<file path="src/rtl/xint_pkg.sv">
// Package: shared types for the external interrupt controller.
// Assumes: sense code width of two bits per channel.
package xint_pkg;

    typedef enum logic [1:0] {
        SENSE_LOW  = 2'b00,
        SENSE_ANY  = 2'b01,
        SENSE_FALL = 2'b10,
        SENSE_RISE = 2'b11
    } sense_e;

endpackage

</file>
<file path="src/rtl/xint_sync.sv">
// Module: xint_sync
// Brings one asynchronous pad value into the clock domain through a
// shift chain of STAGES flops. It also keeps the synchronised value from
// one clock earlier, for edge detection.
// Assumes: STAGES >= 2. Reset clears the chain, so the pin is taken as low
// at reset release.
module xint_sync #(
    parameter int STAGES = 2
) (
    input  logic clk,
    input  logic rst_n,
    input  logic pin_i,
    output logic cur_o,
    output logic prev_o
);

    logic [STAGES-1:0] chain_q;
    logic              prev_q;

    // Shift the pad value through the synchroniser and keep one delayed copy.
    always_ff @(posedge clk) begin
        if (!rst_n) begin
            chain_q <= '0;
            prev_q  <= 1'b0;
        end else begin
            chain_q <= {chain_q[STAGES-2:0], pin_i};
            prev_q  <= chain_q[STAGES-1];
        end
    end

    assign cur_o  = chain_q[STAGES-1];
    assign prev_o = prev_q;

endmodule

</file>
<file path="src/rtl/xint_chan.sv">
// Module: xint_chan
// Per-channel detector and pending flag. It decodes the sense code against
// the current and previous synchronised pin values, keeps the edge flag,
// and produces the channel's pending condition.
// Assumes: clr_i already merges the write-one clear and the acknowledge.
module xint_chan
    import xint_pkg::*;
(
    input  logic   clk,
    input  logic   rst_n,
    input  logic   cur_i,
    input  logic   prev_i,
    input  sense_e sense_i,
    input  logic   clr_i,
    output logic   flag_o,
    output logic   pend_o
);

    logic det;
    logic flag_q;
    logic flag_d;

    // Select the detection condition for the programmed sense code.
    always_comb begin
        unique case (sense_i)
            SENSE_ANY:  det = cur_i ^ prev_i;
            SENSE_FALL: det = prev_i & ~cur_i;
            SENSE_RISE: det = cur_i & ~prev_i;
            default:    det = 1'b0;
        endcase
    end

    // Next flag: level mode forces zero, a detection beats any clear.
    always_comb begin
        if (sense_i == SENSE_LOW)  flag_d = 1'b0;
        else if (det)              flag_d = 1'b1;
        else if (clr_i)            flag_d = 1'b0;
        else                       flag_d = flag_q;
    end

    // Hold the pending edge flag.
    always_ff @(posedge clk) begin
        if (!rst_n) flag_q <= 1'b0;
        else        flag_q <= flag_d;
    end

    assign flag_o = flag_q;
    assign pend_o = (sense_i == SENSE_LOW) ? ~cur_i : flag_q;


    set_wins_chk: assert property (@(posedge clk) disable iff (!rst_n)
        (det && sense_i != SENSE_LOW) |=> flag_q);


    clr_takes_chk: assert property (@(posedge clk) disable iff (!rst_n)
        (clr_i && !det && flag_q) |=> !flag_q);


    lvl_flag_zero_chk: assert property (@(posedge clk) disable iff (!rst_n)
        (sense_i == SENSE_LOW) |=> !flag_q);

endmodule

</file>
<file path="src/rtl/xint_prio.sv">
// Module: xint_prio
// Fixed-priority picker. The lowest-numbered active request wins, and the
// result is one-hot.
// Assumes: N >= 1.
module xint_prio #(
    parameter int N = 2
) (
    input  logic [N-1:0] req_i,
    output logic [N-1:0] grant_o
);

    logic taken;

    // Scan upward and mark only the first active request.
    always_comb begin
        grant_o = '0;
        taken   = 1'b0;
        for (int i = 0; i < N; i++) begin
            if (req_i[i] && !taken) begin
                grant_o[i] = 1'b1;
                taken      = 1'b1;
            end
        end
    end

endmodule

</file>
<file path="src/rtl/xint_ctrl.sv">
// Module: xint_ctrl
// Top of the external interrupt controller. It instantiates one
// synchroniser and one detector per channel. It holds the enable mask,
// decodes the register bus and forms the prioritised request.
// Assumes: NCH < DATA_W. Reads are combinational on the address.
module xint_ctrl
    import xint_pkg::*;
#(
    parameter int                NCH       = 2,
    parameter int                DATA_W    = 8,
    parameter int                ADDR_W    = 6,
    parameter int                SYNC_LEN  = 2,
    parameter logic [ADDR_W-1:0] MASK_ADDR = 6'h1D,
    parameter logic [ADDR_W-1:0] FLAG_ADDR = 6'h1C
) (
    input  logic              clk,
    input  logic              rst_n,
    input  logic [NCH-1:0]    pin_i,
    input  logic [2*NCH-1:0]  sense_i,
    input  logic              gie_i,
    input  logic [ADDR_W-1:0] bus_addr_i,
    input  logic              bus_we_i,
    input  logic [DATA_W-1:0] bus_wdata_i,
    output logic [DATA_W-1:0] bus_rdata_o,
    input  logic [NCH-1:0]    ack_i,
    output logic              irq_o,
    output logic [NCH-1:0]    irq_id_o
);

    localparam int RSV_W = DATA_W - NCH;

    logic [NCH-1:0] mask_q;
    logic [NCH-1:0] cur;
    logic [NCH-1:0] prv;
    logic [NCH-1:0] flag;
    logic [NCH-1:0] pend;
    logic [NCH-1:0] clr;
    logic [NCH-1:0] req;
    logic           mask_wr;
    logic           flag_wr;
    logic           unused_wdata_hi;

    assign mask_wr         = bus_we_i && (bus_addr_i == MASK_ADDR);
    assign flag_wr         = bus_we_i && (bus_addr_i == FLAG_ADDR);
    assign unused_wdata_hi = ^bus_wdata_i[DATA_W-1:NCH];

    // Keep the enable mask, written only at its own address.
    always_ff @(posedge clk) begin
        if (!rst_n)       mask_q <= '0;
        else if (mask_wr) mask_q <= bus_wdata_i[NCH-1:0];
    end

    // Merge the write-one clear with the core acknowledge.
    always_comb begin
        clr = ack_i;
        if (flag_wr) clr = clr | bus_wdata_i[NCH-1:0];
    end

    for (genvar g = 0; g < NCH; g++) begin : g_ch
        xint_sync #(.STAGES(SYNC_LEN)) u_sync (
            .clk    (clk),
            .rst_n  (rst_n),
            .pin_i  (pin_i[g]),
            .cur_o  (cur[g]),
            .prev_o (prv[g])
        );
        xint_chan u_chan (
            .clk     (clk),
            .rst_n   (rst_n),
            .cur_i   (cur[g]),
            .prev_i  (prv[g]),
            .sense_i (sense_e'(sense_i[2*g +: 2])),
            .clr_i   (clr[g]),
            .flag_o  (flag[g]),
            .pend_o  (pend[g])
        );
    end

    assign req   = pend & mask_q & {NCH{gie_i}};
    assign irq_o = |req;

    xint_prio #(.N(NCH)) u_prio (
        .req_i   (req),
        .grant_o (irq_id_o)
    );

    // Return the addressed register, reserved bits as zero.
    always_comb begin
        if (bus_addr_i == MASK_ADDR)      bus_rdata_o = {{RSV_W{1'b0}}, mask_q};
        else if (bus_addr_i == FLAG_ADDR) bus_rdata_o = {{RSV_W{1'b0}}, flag};
        else                              bus_rdata_o = '0;
    end


    irq_needs_gie_chk: assert property (@(posedge clk) disable iff (!rst_n)
        irq_o |-> gie_i);


    id_onehot_chk: assert property (@(posedge clk) disable iff (!rst_n)
        $onehot0(irq_id_o));


    ch0_first_chk: assert property (@(posedge clk) disable iff (!rst_n)
        (pend[0] && mask_q[0] && gie_i) |-> (irq_id_o[0] && irq_o));


    rsv_zero_chk: assert property (@(posedge clk) disable iff (!rst_n)
        bus_rdata_o[DATA_W-1:NCH] == '0);

endmodule

</file>
<file path="config.mk">
export PLATFORM = sky130hd
export DESIGN_NAME = xint_ctrl
export DESIGN_NICKNAME = d
export VERILOG_FILES = /design/src/rtl/xint_pkg.sv /design/src/rtl/xint_sync.sv /design/src/rtl/xint_chan.sv /design/src/rtl/xint_prio.sv /design/src/rtl/xint_ctrl.sv
export SDC_FILE = /design/constraint.sdc
export NUM_CORES = 1
export LEC_CHECK = 0
export BUFFER_PORTS_ARGS = -buffer_cell sky130_fd_sc_hd__buf_2
export CORE_MARGIN = 2
export CORE_UTILIZATION = 44
export CTS_CLUSTER_DIAMETER = 150
export DETAILED_ROUTE_END_ITERATION = 10
export GPL_TIMING_DRIVEN = 0
export PLACE_DENSITY = 0.81
export RECOVER_POWER = 25
export REMOVE_ABC_BUFFERS = 1
export SLEW_MARGIN = 20
export SYNTH_ARGS = -nofsm -noshare
export SYNTH_HDL_FRONTEND = slang
export SYNTH_SLANG_ARGS = --single-unit
</file>
<file path="constraint.sdc">
create_clock -name clk -period 3.3 [get_ports clk]
set_input_delay 0.33 -clock clk [delete_from_list [all_inputs] [get_ports clk]]
set_output_delay 0.33 -clock clk [all_outputs]
set_load 0.005 [all_outputs]
</file>
==> results.md <==
* Status: finished, final reports clean
* Largest net degree at the start of global routing at 8
* CP startpoint kind: flip-flop
* RSZ-0062 raised after global routing: false
* First-pass iteration count of the detailed router at 5
* H-tree depth at 1
* Chip height at 41.5 um
* CTS resizes at 0
* Critical path class: flip-flop to primary output
* Initial drt markers at 5
* Tcrit/Tclk final at 50.3%
* Vias at 592
* Synth area leaders: dfxtp_1, ha_1, buf_4
* Clock transition at path regs at 0.06 ns
* Worst-case clock skew at 0.000516 ns
* Overflow after GRT at 0
* Routed length on met3 at 89 um
* Max VDD drop at 0.174 mV
* Largest fanout on the critical path at 3
* CTS buffer count at 3
* Core Region at 0.00130 mm^2
* Leak Pwr at 0.353 nW
* Top-area cell type share of the netlist area at 32.4%
* Root Buffer: clkbuf_4
* Worst r2r dst: g_ch[0].u_chan.flag_o$_SDFFE_PP0P_
* Flop-to-flop setup slack at 2.02 ns
* Metal2 WL at 618 um
* Max Used Layer: met4
* Ys async rst share at 0%
* Synth Flop Type: dfxtp_1
* Hold path depth at 2
* Worst Hold Class: primary input to flip-flop
* Area delta synth->final at 21.7%
* Total track usage at 15.6%
* Total negative slack at 0 ns
* Initial antenna violation count at 0
* Ports at 37
* Synth Area per Inst at 8.47 um^2
* Worst path arrival time at 1.33 ns
* Hold Fails Final Rpt at 0
* Vias/cell at 5.19
* Most common cell after layout, fill and taps aside: buf_2
* Required @ worst endpoint at 2.97 ns
* Reg2reg path depth at 5
* HP Start: pin_i[0]
* Tmin final at 1.66 ns
* WL met1 at 505 um
* CTS sink count at 10
* F_max at 603 MHz
* Final worst slack at 1.64 ns
* Post-Synthesis Cells at 73
* Seq/Total Area, Yosys at 32.4%
* Warnings, synthesis at 0
* Nets at 131
* Min-Delay Endpoint: g_ch[0].u_sync.chain_q[0]$_SDFF_PN0_
* Die Wd at 41.5 um
* Synth area leader: dfxtp_1
* Vias in the first global route at 537
* Post-CTS Setup Bufs at 0
* Flop and latch count out of synthesis at 10
* GP Congestion at 0.771
* Wirelength per Cell at 10.8 um
* Setup WS pre-CTS at 1.72 ns
* Worst skew pair latency at 0.27 ns
* Post-route DRC at 0
* Critical Path Sink Type: primary output
* First-pass GRT wire length at 2080 um
* Finish-stage setup viols at 0
* EDFF count, synth at 0
* Hold-fix buffers, CTS at 0
* Reg2reg start: g_ch[0].u_sync.chain_q[1]$_SDFF_PN0_
* Pwr per Cell Area at 325 mW/mm^2
* CTS tree: done
* I/O Buffers at 24
* Die area at 0.00172 mm^2
* Num rows at 13
* Antenna viol nets, final at 0
* Netlist cell types at 28
* Initial Util at 47.5%
* Max_cap viols at 0
* CTS Buffer Depth at 2
* Most frequent cells in the layout: buf_2, dfxtp_1, inv_1, o21ai_0
* Routed wire length at 1230 um
* Post-Syn Area at 618 um^2
* Max-slew violation count at 0
* Layout cells sized above 1 at 29.3%
* Ant. Diodes at 0
==> registers in the layout, indices dropped and copies added, names as in the netlist <==
register / cells
mask_q: 2
g_ch.u_chan.flag_o: 2
g_ch.u_sync.chain_q: 4
g_ch.u_sync.prev_o: 2
==> critical path, stage by stage (launching register included) <==
cell,delay [ns]
dfxtp_1,0.32
or3_1,0.32
a21oi_2,0.19
nand2b_1,0.12
buf_2,0.11
==> where the power goes <==
part,internal (W),switching (W),total [W],leakage [nW]
clock network,0.0000422,0.0000416,0.0000838,0.0138
registers,0.000125,0.00000189,0.000127,0.0817
logic,0.0000171,0.0000172,0.0000343,0.257
==> cell families (layout without fill, tap and decap cells) <==
group | after synthesis | after routing | synth area share, %
compound gates | 16 | 16 | 15.8
fa+ha+maj | 4 | 4 | 8.10
buf+inv | 13 | 34 | 11.5
flops | 10 | 10 | 32.4
mux | 4 | 4 | 6.88
other cells | 1 | 6 | 0.607
simple gates | 25 | 25 | 24.7
==> through the flow <==
step / total power (W) / util [%] / instance area [um^2] / hold WS, ns / instances
6_report: 0.000245 / 57.8 / 752 / 0.267 / 114
5_1_grt: 0.000259 / 57.8 / 752 / 0.259 / 114
4_1_cts: 0.000247 / 57.9 / 753 / 0.267 / 114
3_5_place_dp: 0.000164 / 56.2 / 731 / 0.424 / 111
3_3_place_gp: 0.000163 / 56.2 / 731 / 0.417 / 111
2_1_floorplan: 0.000145 / - / 592 / 0.412 / 72
==> routing by layer <==
| metal | vias to the layer above | track usage, % |
|---|---|---|
| met5 | - | 0 |
| met4 | 0 | 9.68 |
| met3 | 4 | 2.61 |
| met2 | 23 | 27.2 |
| met1 | 271 | 17.4 |
| li1 | 294 | - |
==> cell type report <==
| type | count | area, um^2 |
|---|---|---|
| clock buffers | 3 | 22.5 |
| multi-input cells | 55 | 365 |
| well taps | 15 | 18.8 |
| flip-flops and latches | 10 | 200 |
| fillers | 141 | 549 |
| repair buffers | 24 | 119 |
| inverters | 7 | 26.3 |
==> worst max path at each step <==
stage                                          from  endpoint  slack, ns  cells past startpoint
3_5_place_dp                             sense_i[1]     irq_o       1.72                      5
3_3_place_gp                             sense_i[1]     irq_o       1.73                      5
5_1_grt        g_ch[0].u_sync.chain_q[1]$_SDFF_PN0_     irq_o       1.56                      4
6_report       g_ch[0].u_sync.chain_q[1]$_SDFF_PN0_     irq_o       1.64                      4
2_1_floorplan                            sense_i[1]     irq_o       1.97                      3
4_1_cts        g_ch[0].u_sync.chain_q[1]$_SDFF_PN0_     irq_o       1.64                      4
==> cell usage after synthesis, drive strengths merged (2+ instances only) <==
cell	instances
a21oi	5
and2	4
buf	6
dfxtp	10
ha	4
inv	7
mux2	2
mux2i	2
nand3	2
nand3b	2
nor2	6
nor2b	2
o21ai	7
Power figures use the tool's default switching activity.
